--- src/rtl/embc_pkg.sv ---
package embc_pkg;

   localparam int REQ_DW = 32;
   localparam int EXT_DW = 16;

   typedef enum logic [1:0] {
      ST_IDLE = 2'd0,
      ST_STRB = 2'd1,
      ST_GAP  = 2'd2,
      ST_MISS = 2'd3
   } seq_state_e;

   // index of the final external cycle for a request size on a bank width
   function automatic logic [1:0] final_sub(input logic [1:0] sz, input logic wide);
      case (sz)
         2'd0:    final_sub = 2'd0;
         2'd1:    final_sub = wide ? 2'd0 : 2'd1;
         default: final_sub = wide ? 2'd1 : 2'd3;
      endcase
   endfunction

   // address bits cleared for natural alignment
   function automatic logic [1:0] low_mask(input logic [1:0] sz);
      case (sz)
         2'd0:    low_mask = 2'b00;
         2'd1:    low_mask = 2'b01;
         default: low_mask = 2'b11;
      endcase
   endfunction

   // byte j (0 = lowest address) of a right-aligned request word
   function automatic logic [7:0] req_byte(input logic [REQ_DW-1:0] d,
                                           input logic [1:0] sz,
                                           input logic [1:0] j);
      logic [1:0] top;
      logic [1:0] p;
      top = (sz == 2'd0) ? 2'd0 : (sz == 2'd1) ? 2'd1 : 2'd3;
      p   = top - j;
      req_byte = d[{p, 3'b000} +: 8];
   endfunction

endpackage

--- src/rtl/embc_bank_decode.sv ---
module embc_bank_decode #(
   parameter int NBANK  = 8,
   parameter int ADDR_W = 27,
   parameter int EXT_AW = 24,
   parameter int SIZE_W = 3,
   parameter int WAIT_W = 3,
   parameter int IDX_W  = 3
) (
   input  logic [ADDR_W-1:0]                  addr,
   input  logic [NBANK-1:0]                   cfg_en,
   input  logic [NBANK*(ADDR_W-EXT_AW)-1:0]   cfg_base,
   input  logic [NBANK*SIZE_W-1:0]            cfg_size,
   input  logic [NBANK*WAIT_W-1:0]            cfg_wait,
   input  logic [NBANK-1:0]                   cfg_wide,
   output logic                               hit,
   output logic [IDX_W-1:0]                   idx,
   output logic                               wide,
   output logic [WAIT_W-1:0]                  wait_cyc
);
   localparam int BASE_W = ADDR_W - EXT_AW;

   logic [NBANK-1:0] match;

   generate
      for (genvar b = 0; b < NBANK; b++) begin : g_slot
         logic [SIZE_W-1:0] code;
         logic [BASE_W-1:0] base;
         assign code = cfg_size[b*SIZE_W +: SIZE_W];
         assign base = cfg_base[b*BASE_W +: BASE_W];
         assign match[b] = cfg_en[b]
                        && (addr[ADDR_W-1:EXT_AW] == base)
                        && ((addr[EXT_AW-1:0] >> (EXT_AW - int'(code))) == '0);
      end
   endgenerate

   // lowest index wins: scan downward so the last hit written is the smallest
   always_comb begin
      hit = 1'b0;
      idx = '0;
      for (int b = NBANK - 1; b >= 0; b--) begin
         if (match[b]) begin
            hit = 1'b1;
            idx = IDX_W'(b);
         end
      end
   end

   assign wide     = cfg_wide[idx];
   assign wait_cyc = cfg_wait[idx*WAIT_W +: WAIT_W];

endmodule

--- src/rtl/embc_lane_steer.sv ---
module embc_lane_steer
   import embc_pkg::*;
(
   input  logic [REQ_DW-1:0] wdata,
   input  logic [1:0]        size,
   input  logic              wide,
   input  logic [1:0]        sub,
   input  logic              odd,
   input  logic [REQ_DW-1:0] acc,
   input  logic [EXT_DW-1:0] din,
   output logic [EXT_DW-1:0] dout,
   output logic [1:0]        lane_n,
   output logic [REQ_DW-1:0] acc_nx
);
   logic [1:0] j_hi;
   logic [1:0] j_lo;
   logic [7:0] b_single;

   assign j_hi     = {sub[0], 1'b0};
   assign j_lo     = {sub[0], 1'b1};
   assign b_single = req_byte(wdata, size, 2'd0);

   always_comb begin
      if (wide) begin
         if (size == 2'd0) begin
            dout   = {b_single, b_single};
            lane_n = odd ? 2'b10 : 2'b01;
         end else begin
            dout   = {req_byte(wdata, size, j_hi), req_byte(wdata, size, j_lo)};
            lane_n = 2'b00;
         end
      end else begin
         dout   = {8'h00, req_byte(wdata, size, sub)};
         lane_n = 2'b10;
      end
   end

   always_comb begin
      if (wide) begin
         if (size == 2'd0)
            acc_nx = {24'h0, odd ? din[7:0] : din[15:8]};
         else
            acc_nx = {acc[15:0], din};
      end else begin
         acc_nx = {acc[23:0], din[7:0]};
      end
   end

endmodule

--- src/rtl/ext_bank_ctrl.sv ---
module ext_bank_ctrl
   import embc_pkg::*;
#(
   parameter int NBANK  = 8,
   parameter int ADDR_W = 27,
   parameter int EXT_AW = 24,
   parameter int SIZE_W = 3,
   parameter int WAIT_W = 3
) (
   input  logic                              clk,
   input  logic                              rst_n,
   input  logic [NBANK-1:0]                  cfg_en,
   input  logic [NBANK*(ADDR_W-EXT_AW)-1:0]  cfg_base,
   input  logic [NBANK*SIZE_W-1:0]           cfg_size,
   input  logic [NBANK*WAIT_W-1:0]           cfg_wait,
   input  logic [NBANK-1:0]                  cfg_wide,
   input  logic                              req_valid,
   input  logic                              req_write,
   input  logic [1:0]                        req_size,
   input  logic [ADDR_W-1:0]                 req_addr,
   input  logic [31:0]                       req_wdata,
   output logic                              req_ready,
   output logic [31:0]                       rsp_rdata,
   output logic                              rsp_err,
   output logic [EXT_AW-1:0]                 ext_addr,
   output logic [NBANK-1:0]                  ext_cs_n,
   output logic                              ext_oe_n,
   output logic                              ext_we_n,
   output logic [1:0]                        ext_lane_n,
   output logic [15:0]                       ext_dout,
   input  logic [15:0]                       ext_din
);
   localparam int IDX_W = (NBANK > 1) ? $clog2(NBANK) : 1;

   generate
      if (ADDR_W <= EXT_AW) begin : g_chk_aw
         $error("ext_bank_ctrl: ADDR_W must exceed EXT_AW");
      end
      if ((1 << SIZE_W) > EXT_AW) begin : g_chk_sz
         $error("ext_bank_ctrl: size code range exceeds bank offset width");
      end
      if (NBANK < 1 || NBANK > (1 << (ADDR_W - EXT_AW))) begin : g_chk_nb
         $error("ext_bank_ctrl: NBANK out of range for base field");
      end
      if (WAIT_W < 1) begin : g_chk_w
         $error("ext_bank_ctrl: WAIT_W must be at least 1");
      end
   endgenerate

   seq_state_e           state_q;
   logic                 wr_q;
   logic [1:0]           size_q;
   logic [31:0]          wdata_q;
   logic [EXT_AW-1:0]    addr_q;
   logic [IDX_W-1:0]     idx_q;
   logic                 wide_q;
   logic [WAIT_W-1:0]    wait_q;
   logic [WAIT_W-1:0]    cnt_q;
   logic [1:0]           sub_q;
   logic [1:0]           final_q;
   logic [31:0]          acc_q;

   logic [ADDR_W-1:0]    addr_al;
   logic                 dec_hit;
   logic [IDX_W-1:0]     dec_idx;
   logic                 dec_wide;
   logic [WAIT_W-1:0]    dec_wait;
   logic [15:0]          lane_dout;
   logic [1:0]           lane_sel_n;
   logic [31:0]          acc_nx;
   logic                 strb;
   logic                 seg_end;
   logic                 xfer_end;

   assign addr_al = {req_addr[ADDR_W-1:2], req_addr[1:0] & ~low_mask(req_size)};

   embc_bank_decode #(
      .NBANK(NBANK), .ADDR_W(ADDR_W), .EXT_AW(EXT_AW),
      .SIZE_W(SIZE_W), .WAIT_W(WAIT_W), .IDX_W(IDX_W)
   ) u_decode (
      .addr     (addr_al),
      .cfg_en   (cfg_en),
      .cfg_base (cfg_base),
      .cfg_size (cfg_size),
      .cfg_wait (cfg_wait),
      .cfg_wide (cfg_wide),
      .hit      (dec_hit),
      .idx      (dec_idx),
      .wide     (dec_wide),
      .wait_cyc (dec_wait)
   );

   embc_lane_steer u_lanes (
      .wdata  (wdata_q),
      .size   (size_q),
      .wide   (wide_q),
      .sub    (sub_q),
      .odd    (addr_q[0]),
      .acc    (acc_q),
      .din    (ext_din),
      .dout   (lane_dout),
      .lane_n (lane_sel_n),
      .acc_nx (acc_nx)
   );

   assign strb     = (state_q == ST_STRB);
   assign seg_end  = strb && (cnt_q == '0);
   assign xfer_end = seg_end && (sub_q == final_q);

   always_ff @(posedge clk or negedge rst_n) begin
      if (!rst_n) begin
         state_q <= ST_IDLE;
         wr_q    <= 1'b0;
         size_q  <= 2'd0;
         wdata_q <= '0;
         addr_q  <= '0;
         idx_q   <= '0;
         wide_q  <= 1'b0;
         wait_q  <= '0;
         cnt_q   <= '0;
         sub_q   <= 2'd0;
         final_q <= 2'd0;
         acc_q   <= '0;
      end else begin
         case (state_q)
            ST_IDLE: begin
               if (req_valid) begin
                  wr_q    <= req_write;
                  size_q  <= req_size;
                  wdata_q <= req_wdata;
                  addr_q  <= addr_al[EXT_AW-1:0];
                  acc_q   <= '0;
                  sub_q   <= 2'd0;
                  if (dec_hit) begin
                     idx_q   <= dec_idx;
                     wide_q  <= dec_wide;
                     wait_q  <= dec_wait;
                     cnt_q   <= dec_wait;
                     final_q <= final_sub(req_size, dec_wide);
                     state_q <= ST_STRB;
                  end else begin
                     state_q <= ST_MISS;
                  end
               end
            end
            ST_STRB: begin
               if (cnt_q != '0) begin
                  cnt_q <= cnt_q - 1'b1;
               end else begin
                  acc_q <= acc_nx;
                  if (sub_q == final_q) begin
                     state_q <= ST_IDLE;
                  end else begin
                     sub_q   <= sub_q + 2'd1;
                     addr_q  <= addr_q + EXT_AW'(wide_q ? 2 : 1);
                     state_q <= ST_GAP;
                  end
               end
            end
            ST_GAP: begin
               cnt_q   <= wait_q;
               state_q <= ST_STRB;
            end
            default: state_q <= ST_IDLE;
         endcase
      end
   end

   assign ext_cs_n   = strb ? ~(NBANK'(1) << idx_q) : '1;
   assign ext_oe_n   = ~(strb && !wr_q);
   assign ext_we_n   = ~(strb && wr_q);
   assign ext_lane_n = strb ? lane_sel_n : 2'b11;
   assign ext_dout   = lane_dout;
   assign ext_addr   = addr_q;
   assign req_ready  = xfer_end || (state_q == ST_MISS);
   assign rsp_err    = (state_q == ST_MISS);
   assign rsp_rdata  = (xfer_end && !wr_q) ? acc_nx : '0;

   // never more than one bank selected
   a_r1_single_cs: assert property (@(posedge clk) disable iff (!rst_n)
      $onehot0(~ext_cs_n));

   // read and write strobes are exclusive
   a_r7_oe_we_excl: assert property (@(posedge clk) disable iff (!rst_n)
      !(!ext_oe_n && !ext_we_n));

   // address steady across a held strobe
   a_r7_addr_stable: assert property (@(posedge clk) disable iff (!rst_n)
      (!ext_oe_n || !ext_we_n) && !(ext_oe_n && ext_we_n) && $past(strb) && strb
      |-> $stable(ext_addr));

   // an error completion carries no strobe and completes the request
   a_r3_err_quiet: assert property (@(posedge clk) disable iff (!rst_n)
      rsp_err |-> (&ext_cs_n && ext_oe_n && ext_we_n && req_ready && rsp_rdata == '0));

   // a non-final segment is followed by one idle cycle, then a new strobe
   a_r8_gap: assert property (@(posedge clk) disable iff (!rst_n)
      (seg_end && !xfer_end) |=> (&ext_cs_n ##1 !(&ext_cs_n)));

   // ready is a single-cycle pulse
   a_r9_ready_pulse: assert property (@(posedge clk) disable iff (!rst_n)
      req_ready |=> !req_ready);

endmodule

--- config.mk ---
export PLATFORM = sky130hd
export DESIGN_NAME = ext_bank_ctrl
export DESIGN_NICKNAME = d
export VERILOG_FILES = /design/src/rtl/embc_pkg.sv /design/src/rtl/embc_bank_decode.sv /design/src/rtl/embc_lane_steer.sv /design/src/rtl/ext_bank_ctrl.sv
export SDC_FILE = /design/constraint.sdc
export NUM_CORES = 1
export LEC_CHECK = 0
export BUFFER_PORTS_ARGS = -buffer_cell sky130_fd_sc_hd__buf_4
export CORE_ASPECT_RATIO = 1.4
export CORE_MARGIN = 8
export CORE_UTILIZATION = 40
export DETAILED_ROUTE_END_ITERATION = 16
export PLACE_DENSITY_LB_ADDON = 0.2
export SYNTH_ARGS = -nofsm -noshare
export SYNTH_HDL_FRONTEND = slang
export SYNTH_SLANG_ARGS = --single-unit
--- constraint.sdc ---
create_clock -name clk -period 4.6 [get_ports clk]
set_input_delay 0.92 -clock clk [delete_from_list [all_inputs] [get_ports clk]]
set_output_delay 0.92 -clock clk [all_outputs]
set_load 0.1 [all_outputs]
== After elaboration in Yosys (flattened, before gate mapping) ==
Index checks and enable logic that the tools add are counted.
Word-level totals
  input bits: 169
  output and inout port bits: 86
  logic and storage cells: 166
  bits in registers: 99
Cells by class
  multiply operators: 1
  order comparisons: 1
  muxes and demuxes: 56
  add/sub/neg operators: 14
  equal/unequal tests: 19
  reduce and logical (&&, ||, !) cells: 44
  shift-type cells: 14
  bitwise logic cells: 5
Operators by type and width (number)
  >> shifter 24 x 32 -> 24 bit: 8
  logical NOT 24 bit: 8
  variable part select 32 x 6 -> 8 bit: 4
  2-to-1 mux 24 bit: 5
  2-to-1 mux 32 bit: 3
  case mux 24 bit (2 select lines): 2
  subtractor 5 x 3 -> 6 bit, first input constant: 8
  2-to-1 mux 3 bit: 11
  2-to-1 mux 16 bit: 2
  2-to-1 mux 2 bit: 15
  adder 24 x 2 -> 24 bit: 1
  equality test 3 bit: 8
  variable part select 24 x 6 -> 3 bit: 1
  logical AND 1 bit: 21
  2-to-1 mux 8 bit: 2
  case mux 2 bit (2 select lines): 3
  2-to-1 mux 1 bit: 10
  case mux 3 bit (3 select lines): 1
  != test 2 bit, second input constant: 4
  NOT 8 bit: 1
  AND reduction 4 bit: 2
  left shift 1 x 3 -> 8 bit, first input constant: 1
  equality test 2 x 1 -> 1 bit, second input constant: 3
  logical NOT 2 bit: 3
  other kinds (20): 27

== Longest topological paths before layout ==
Gate-level depths: netlist of the first run.
  depth in word-level cells: 20
  gate-level depth with buffers: 14
  depth with buffers taken out: 13

== Cells and area by module ==
Synthesis of the first run repeated with hierarchy kept, for this count alone.
Unflattened totals
  cells, all modules: 866
  area, all modules: 7930.1 um^2
Modules (own cells, without submodules)
  ext_bank_ctrl: area an instance 5233.8 um^2, times used 1, cells each 478, sequential area each 2677.6 um^2
  embc_bank_decode: area an instance 1519.0 um^2, times used 1, cells each 212, sequential area each 0.0 um^2
  embc_lane_steer: area an instance 1177.4 um^2, times used 1, cells each 176, sequential area each 0.0 um^2

== Worst setup path before layout of the first run ==
OpenSTA, ideal clock, no wires.
  kind: reg-to-output
  start point: register sub_q[0]
  end point: output port ext_dout[15]
  slack: 0.057 ns
  cell stages (with the launch flop): 6
  data arrival time: 3.623 ns
  required time: 3.680 ns
  buffers on the path: 2
  cells stage by stage: dfrtp_1 > clkbuf_1 > mux2_2 > clkbuf_1 > nor2_1 > a311oi_1
On the way
  word-level cells in the longest chain between the ends: 4
RTL lines
  start: declaration: RTL line ext_bank_ctrl.sv:59  | logic [1:0] sub_q;
  start signal: assignment: RTL line ext_bank_ctrl.sv:154  | sub_q <= sub_q + 2'd1;
  subtractor 2 bit: RTL line embc_pkg.sv:38  | p = top - j;
  variable part select 32 x 6 -> 8 bit: RTL line embc_pkg.sv:39  | req_byte = d[{p, 3'b000} +: 8];
  2-to-1 mux 16 bit: RTL line embc_lane_steer.sv:25  | if (size == 2'd0) begin
  2-to-1 mux 16 bit: RTL line embc_lane_steer.sv:24  | if (wide) begin
  end: declaration: RTL line ext_bank_ctrl.sv:30  | output logic [15:0] ext_dout,
No other way between the ends.

== Final worst setup path of the first run ==
  start point: register size_q[0]
  end point: output port ext_dout[0]
On the way
  word-level cells in the longest chain between the ends: 7
RTL lines
  start: declaration: RTL line ext_bank_ctrl.sv:52  | logic [1:0] size_q;
  start signal: assignment: RTL line ext_bank_ctrl.sv:129  | size_q <= req_size;
  equality test 2 x 1 -> 1 bit: RTL line embc_pkg.sv:37  | top = (sz == 2'd0) ? 2'd0 : (sz == 2'd1) ? 2'd1 : 2'd3;
  2-to-1 mux 2 bit (2 in a row): RTL line embc_pkg.sv:37
  subtractor 2 bit: RTL line embc_pkg.sv:38
  variable part select 32 x 6 -> 8 bit: RTL line embc_pkg.sv:39
  2-to-1 mux 16 bit: RTL line embc_lane_steer.sv:25
  2-to-1 mux 16 bit (*): RTL line embc_lane_steer.sv:24
Mark *: on every way between the ends. The rest lies on a longest branch, timed or not.

==> results of run 1 <==
[worst paths after layout]
check / start / to / slack (ns)
max in group asynchronous: rst_n / wait_q[2] / 3.20
worst min-delay path: rst_n / wdata_q[28] / 0.46
worst min register to register: acc_q[21] / acc_q[21] / 0.48
worst max register to register: state_q[1] / ext_addr[8] / 1.33
min in group clk: acc_q[21] / acc_q[21] / 0.48
worst max-delay path: size_q[0] / ext_dout[0] / 0.52
[per-layer routing]
layer  wire length, um  vias up  track usage (%)  share of wire (%)
met4               603        0            7.057                2.5
met5                 0        -                0                  0
met1              9572     3549            23.52                 39
met2             12440      235            36.51                 51
li1                  -     3592                -                  -
met3              1665       28            4.614                6.9
[cell families after synthesis]
family | Yosys count
AO/OA/AOI/OAI | 247
XOR/XNOR | 31
adder cells (fa/ha/maj) | 19
buffers and inverters | 94
flip-flops | 99
multiplexers | 73
AND/OR/NAND/NOR | 306
[power by group through the flow]
stage	Clock, mW	Combinational, mW	Sequential, mW
after floorplan	0	3.40	2.28
after global placement	0	5.24	1.62
after detailed placement	0	5.28	1.64
after CTS	0.779	5.29	1.62
after global routing	0.812	5.59	1.69
final	0.755	5.27	1.63
[critical path, cell delays in order (launching register included)]
cell	delay (ns)
dfrtp_1	0.42
or2_2	0.31
inv_1	0.10
ha_1	0.17
xor2_1	0.08
xnor2_1	0.83
mux4_2	0.37
nand2_1	0.05
o21ai_0	0.13
buf_4	0.36
[cells in the final DEF, fill, tap and decap left out, drive strengths merged, types with 16 or more instances in the layout]
cell type    n
buf        268
dfrtp       99
o21ai       83
nand2       80
a21oi       77
nor2        55
nand3       53
mux2        39
inv         36
o22ai       32
and3        30
nand4       27
mux2i       26
xnor2       21
ha          18
nand2b      16
[registers in the layout (all words and copies together) (netlist names)]
signal    cells
ext_addr     24
wide_q        1
wait_q        3
final_q       2
acc_q        24
idx_q         3
wr_q          1
wdata_q      32
size_q        2
cnt_q         3
sub_q         2
state_q       2
[Yosys cell counts, types with 4 or more instances]
cell type,number,area (um2)
dfrtp_1,99,2477
nand2_1,80,300.3
a21oi_1,76,380.4
o21ai_0,75,375.4
nand3_1,53,265.3
nor2_1,53,198.9
clkbuf_1,41,153.9
mux2_2,39,439.2
inv_1,34,127.6
o22ai_1,32,200.2
and3_1,30,187.7
mux2i_1,26,260.3
nand4_1,23,143.9
xnor2_1,21,183.9
ha_1,18,225.2
nand2b_1,16,100.1
nor2b_1,14,87.58
nor3_1,11,55.05
xor2_1,10,87.58
mux4_2,8,180.2
o211a_1,7,70.07
buf_4,6,45.04
o21ai_1,6,30.03
o221ai_1,6,52.55
o21bai_1,5,37.54
a211oi_2,4,50.05
a21o_1,4,30.03
buf_1,4,15.01
buf_2,4,20.02
[area by class of cell]
class | count | area, um2
clock buffers | 10 | 239.0
clock inverters | 6 | 57.56
fillers | 1746 | 8615
inverters | 35 | 131.4
multi-input cells | 676 | 4544
flip-flops and latches | 99 | 2477
well taps | 244 | 305.3
repair buffers | 268 | 2012
==> impl_metrics.yaml, run 1 <==
die:
  die_y_um: 176.9
  die_w_um: 131.0
  design.die.area_um2: 23170
  start_util_pct: 40.26
  core_area_um2: 18380
  io_pins: 255
  rows: 59
finish:
  final_nets: 1277
  design_area_um2: 9767
  final_cells: 1338
  drive_above_1_share_pct: 33.00
  antenna_cells: 0
  fin_util_pct: 53.13
  syn_to_final_growth_pct: 31.99
placed_design:
  numPlacedInstances: 1322
  place_area_um2: 9470
  io_buffers: 254
  routabilityCongestion: 0.9058
  dp_hpwl_um: 18670
  dp_slack_ns: 0.8338
synthesis:
  synthFlopType: "dfrtp_1"
  synth-edff-count: 0
  synth.distinct_cells: 69
  synthMuxAreaShare_pct: 11.89
  ys_warn_count: 0
  seq_area_frac_synth_pct: 33.48
  syn_avg_cell_area_um2: 8.515
  syn_nets: 1057
  synth_seq_cells: 99
  syn_area_um2: 7400
  synthSimpleGateAreaFrac_pct: 21.47
  synthAdderAreaFrac_pct: 3.314
  synth_compound_area_share_pct: 20.71
  synthXorXnorAreaFrac_pct: 3.669
  async_flop_share_pct: 100.0
  synth_top_family_by_area: "simple AND/OR/NAND/NOR gates"
  syn_inst: 869
critical_path:
  setup.worst_path.end_class: "output pin"
  critPathLaunchType: "flop"
  r2r_cells: 11
  crit_arrival_ns: 3.16
  cp_max_fo: 8
  required_ns: 3.68
  worst-setup-path-type: "flop to output pin"
global_route:
  grt_overflow: 0
  antenna_found_initial: 0
  grt_usage_pct: 20.58
  grt_pass1_wl_um: 38320
  grt_pass1_vias: 7527
  grt_max_degree: 48
route:
  vias_per_cell: 5.534
  wl_um: 24280
  drtIter0Drc: 394
  dr_total_vias: 7404
  wl_per_cell_um: 18.14
  postRouteAntennaNets: 0
  dr.pass1.iters: 5
  drc: 0
power_and_ir_drop:
  p_int_mw: 3.178
  p_sw_share_pct: 58.44
  leakage_nw: 4.447
  power_mw: 7.647
  combPwrFrac_pct: 68.9
  seqPwrFrac_pct: 21.3
  power_density_nw_per_um2: 782.9
  vdd_ir_drop_max_mv: 0.3977
  p_switching_mw: 4.469
  p_clk_share_pct: 9.9
hold_path:
  min_path_type: "input pin to asynchronous set/reset pin"
run:
  max_cap_viol_count: 0
timing:
  clock_skew_ns: 0.01097
  whs_ns: 0.4622
  worst_pin_slew_ns: 1.127
  rsz0062_at_grt: "no"
  finalSetupTns_ns: 0
  max_freq_mhz: 244.8
  slew_headroom_pct: 24.87
  drv_slew: 0
  fin_ws_ns: 0.5153
  finalCritPeriodShare_pct: 88.80
  fin_crit_ns: 4.085
  hold_violations: 0
  setup_viol: 0
clocking:
  cts-htree-levels: 3
  cts.repair.resized: 0
  path_clk_slew_ns: 0.07
  root_buffer: "clkbuf_16"
  cts_tree: "built"
  hold_buffers: 0
  clkLatencyLatePin_ns: 0.35
  numClockSinks: 99
  cts_setup_buffers: 0
  clock_path_buffers: 2
  cts_buffers: 9
status:
  status: "finished clean"
Note: power is estimated with default switching activity, not from simulation.
==> inputs of run 2 (changes only) <==
--- a/config.mk
+++ b/config.mk
@@ -5,10 +5,13 @@
 export SDC_FILE = /design/constraint.sdc
 export NUM_CORES = 1
 export LEC_CHECK = 0
+export ABC_CLOCK_PERIOD_IN_PS = 4600
 export BUFFER_PORTS_ARGS = -buffer_cell sky130_fd_sc_hd__buf_4
+export CELL_PAD_IN_SITES_DETAIL_PLACEMENT = 0
+export CELL_PAD_IN_SITES_GLOBAL_PLACEMENT = 2
 export CORE_ASPECT_RATIO = 1.4
 export CORE_MARGIN = 8
-export CORE_UTILIZATION = 40
+export CORE_UTILIZATION = 31
 export DETAILED_ROUTE_END_ITERATION = 16
 export PLACE_DENSITY_LB_ADDON = 0.2
 export SYNTH_ARGS = -nofsm -noshare
==> impl_metrics.yaml, run 2 (synthesis gave the netlist of run 1 again) <==
status:
  status: "finished clean"
global_route:
  grt_pass1_vias: 7361
  grt_max_degree: 53
  antenna_found_initial: 0
  grt_usage_pct: 17.74
  grt_overflow: 0
  grt_pass1_wl_um: 41260
timing:
  rsz0062_at_grt: "no"
  hold_violations: 0
  fin_crit_ns: 4.032
  max_freq_mhz: 248.0
  finalCritPeriodShare_pct: 87.66
  finalSetupTns_ns: 0
  drv_slew: 0
  worst_pin_slew_ns: 1.125
  setup_viol: 0
  slew_headroom_pct: 24.99
  clock_skew_ns: 0.01006
critical_path:
  cp_max_fo: 8
  setup.worst_path.end_class: "output pin"
  timing.critical_path.cells: "or2_2 -> inv_1 -> ha_1 -> xor2_1 -> xnor2_1 -> mux4_2 -> nand2_1 -> o21ai_0 -> buf_4"
  cp-startpoint: "size_q[0]"
  r2r_start: "wide_q"
  crit_arrival_ns: 3.11
  critical_path.slowest_cell: "xnor2_1"
  critPathLaunchType: "flop"
  required_ns: 3.68
  worst-setup-path-type: "flop to output pin"
  critPathMaxStageDelay_ns: 0.79
power_and_ir_drop:
  power_density_nw_per_um2: 780.4
  combPwrFrac_pct: 68.7
  leakage_nw: 4.444
  p_switching_mw: 4.478
  vdd_ir_drop_max_mv: 0.9370
  seqPwrFrac_pct: 21.1
  p_clk_share_pct: 10.2
  p_int_mw: 3.210
  p_sw_share_pct: 58.25
route:
  dr_total_vias: 7280
  dr.pass1.iters: 4
  drtIter0Drc: 425
  wl_per_cell_um: 18.84
  vias_per_cell: 5.189
  wl_um: 26440
  drc: 0
  postRouteAntennaNets: 0
finish:
  final_nets: 1276
  regMostFlops: "wdata_q"
  layout_common_cells: "buf_4, dfrtp_1, nand2_1, a21oi_1, o21ai_0"
  largest_reg_flops: 32
  fin_util_pct: 41.53
  final_common_cell: "buf_4"
  antenna_cells: 0
  syn_to_final_growth_pct: 33.14
  drive_above_1_share_pct: 33.03
  final_cells: 1403
die:
  rows: 67
  io_pins: 255
  start_util_pct: 31.19
  core_area_um2: 23720
  die_y_um: 198.8
  die_w_um: 146.6
  design.die.area_um2: 29140
clocking:
  clock_path_buffers: 2
  cts_tree: "built"
  hold_buffers: 0
  clkLatencyLatePin_ns: 0.35
  root_buffer: "clkbuf_16"
  numClockSinks: 99
  cts_setup_buffers: 0
  cts-htree-levels: 3
  cts.repair.resized: 0
  cts_buffers: 9
  path_clk_slew_ns: 0.07
placed_design:
  routabilityCongestion: 0.8191
  io_buffers: 254
  dp_hpwl_um: 20400
  numPlacedInstances: 1387
hold_path:
  min_path_type: "flop to flop"
  hold_start: "acc_q[22]"
run:
  max_cap_viol_count: 0
-- run 2: cell types whose count changed in the layout (fill, tap and decap cells not counted), sizes merged --
| cell | delta |
|---|---|
| inv | -2 |
| bufinv | +1 |
| clkinvlp | +1 |
| buf | -1 |
-- run 2: per-stage QoR --
step | power [mW] | worst slack [ns] | instance area (um2) | hold slack (ns)
finish | 7.688 | 0.5675 | 9852 | 0.4815
global route | 8.185 | 0.3032 | 9852 | 0.5200
CTS | 7.778 | 0.5223 | 9852 | 0.4871
detailed placement | 6.969 | 0.8288 | 9548 | 0.4707
global placement | 6.951 | 0.8830 | 9548 | 0.4619
floorplan | 5.677 | 0.05750 | 7400 | 0.4502
-- run 2: worst max-delay path, delay by kind of cell (launching register included) --
family	cells	cell delay, ns
flops	1	0.41
xor+xnor	2	0.87
compound gates	1	0.12
fa+ha+maj	1	0.17
mux	1	0.43
simple gates	2	0.39
buf+inv	2	0.37
-- run 2: power by group through the flow --
stage / combinational [mW] / clock, mW / sequential (mW)
floorplan: 3.40 / 0 / 2.28
global placement: 5.31 / 0 / 1.64
detailed placement: 5.33 / 0 / 1.64
CTS: 5.33 / 0.818 / 1.63
global route: 5.64 / 0.849 / 1.70
finish: 5.28 / 0.784 / 1.62
-- run 2: layout make-up --
type / count / area, um2
Timing Repair Buffer: 267 / 2004
Inverter: 35 / 131.4
Clock buffer: 10 / 239.0
Multi-Input combinational cell: 676 / 4547
Clock inverter: 6 / 65.06
Sequential cell: 99 / 2477
Fill cell: 2516 / 13870
Tap cell: 310 / 387.9
-- run 2: worst paths after layout --
check | end | depth (start not counted) | slack, ns
setup / recovery | ext_dout[1] | 9 | 0.57
hold / removal | acc_q[22] | 2 | 0.48
setup reg to reg | ext_addr[22] | 11 | 1.45
hold reg to reg | acc_q[22] | 2 | 0.48
max in group asynchronous | ext_addr[16] | 2 | 3.08
min in group asynchronous | wdata_q[10] | 1 | 0.61
-- run 2: metal layers --
metal / share of wire (%) / global-route usage, % / vias to the layer above
met3: 5.9 / 4.575 / 22
met5: 0 / 0 / -
met2: 52 / 31.90 / 217
met1: 40 / 20.21 / 3459
met4: 1.8 / 5.434 / 0
li1: - / - / 3582
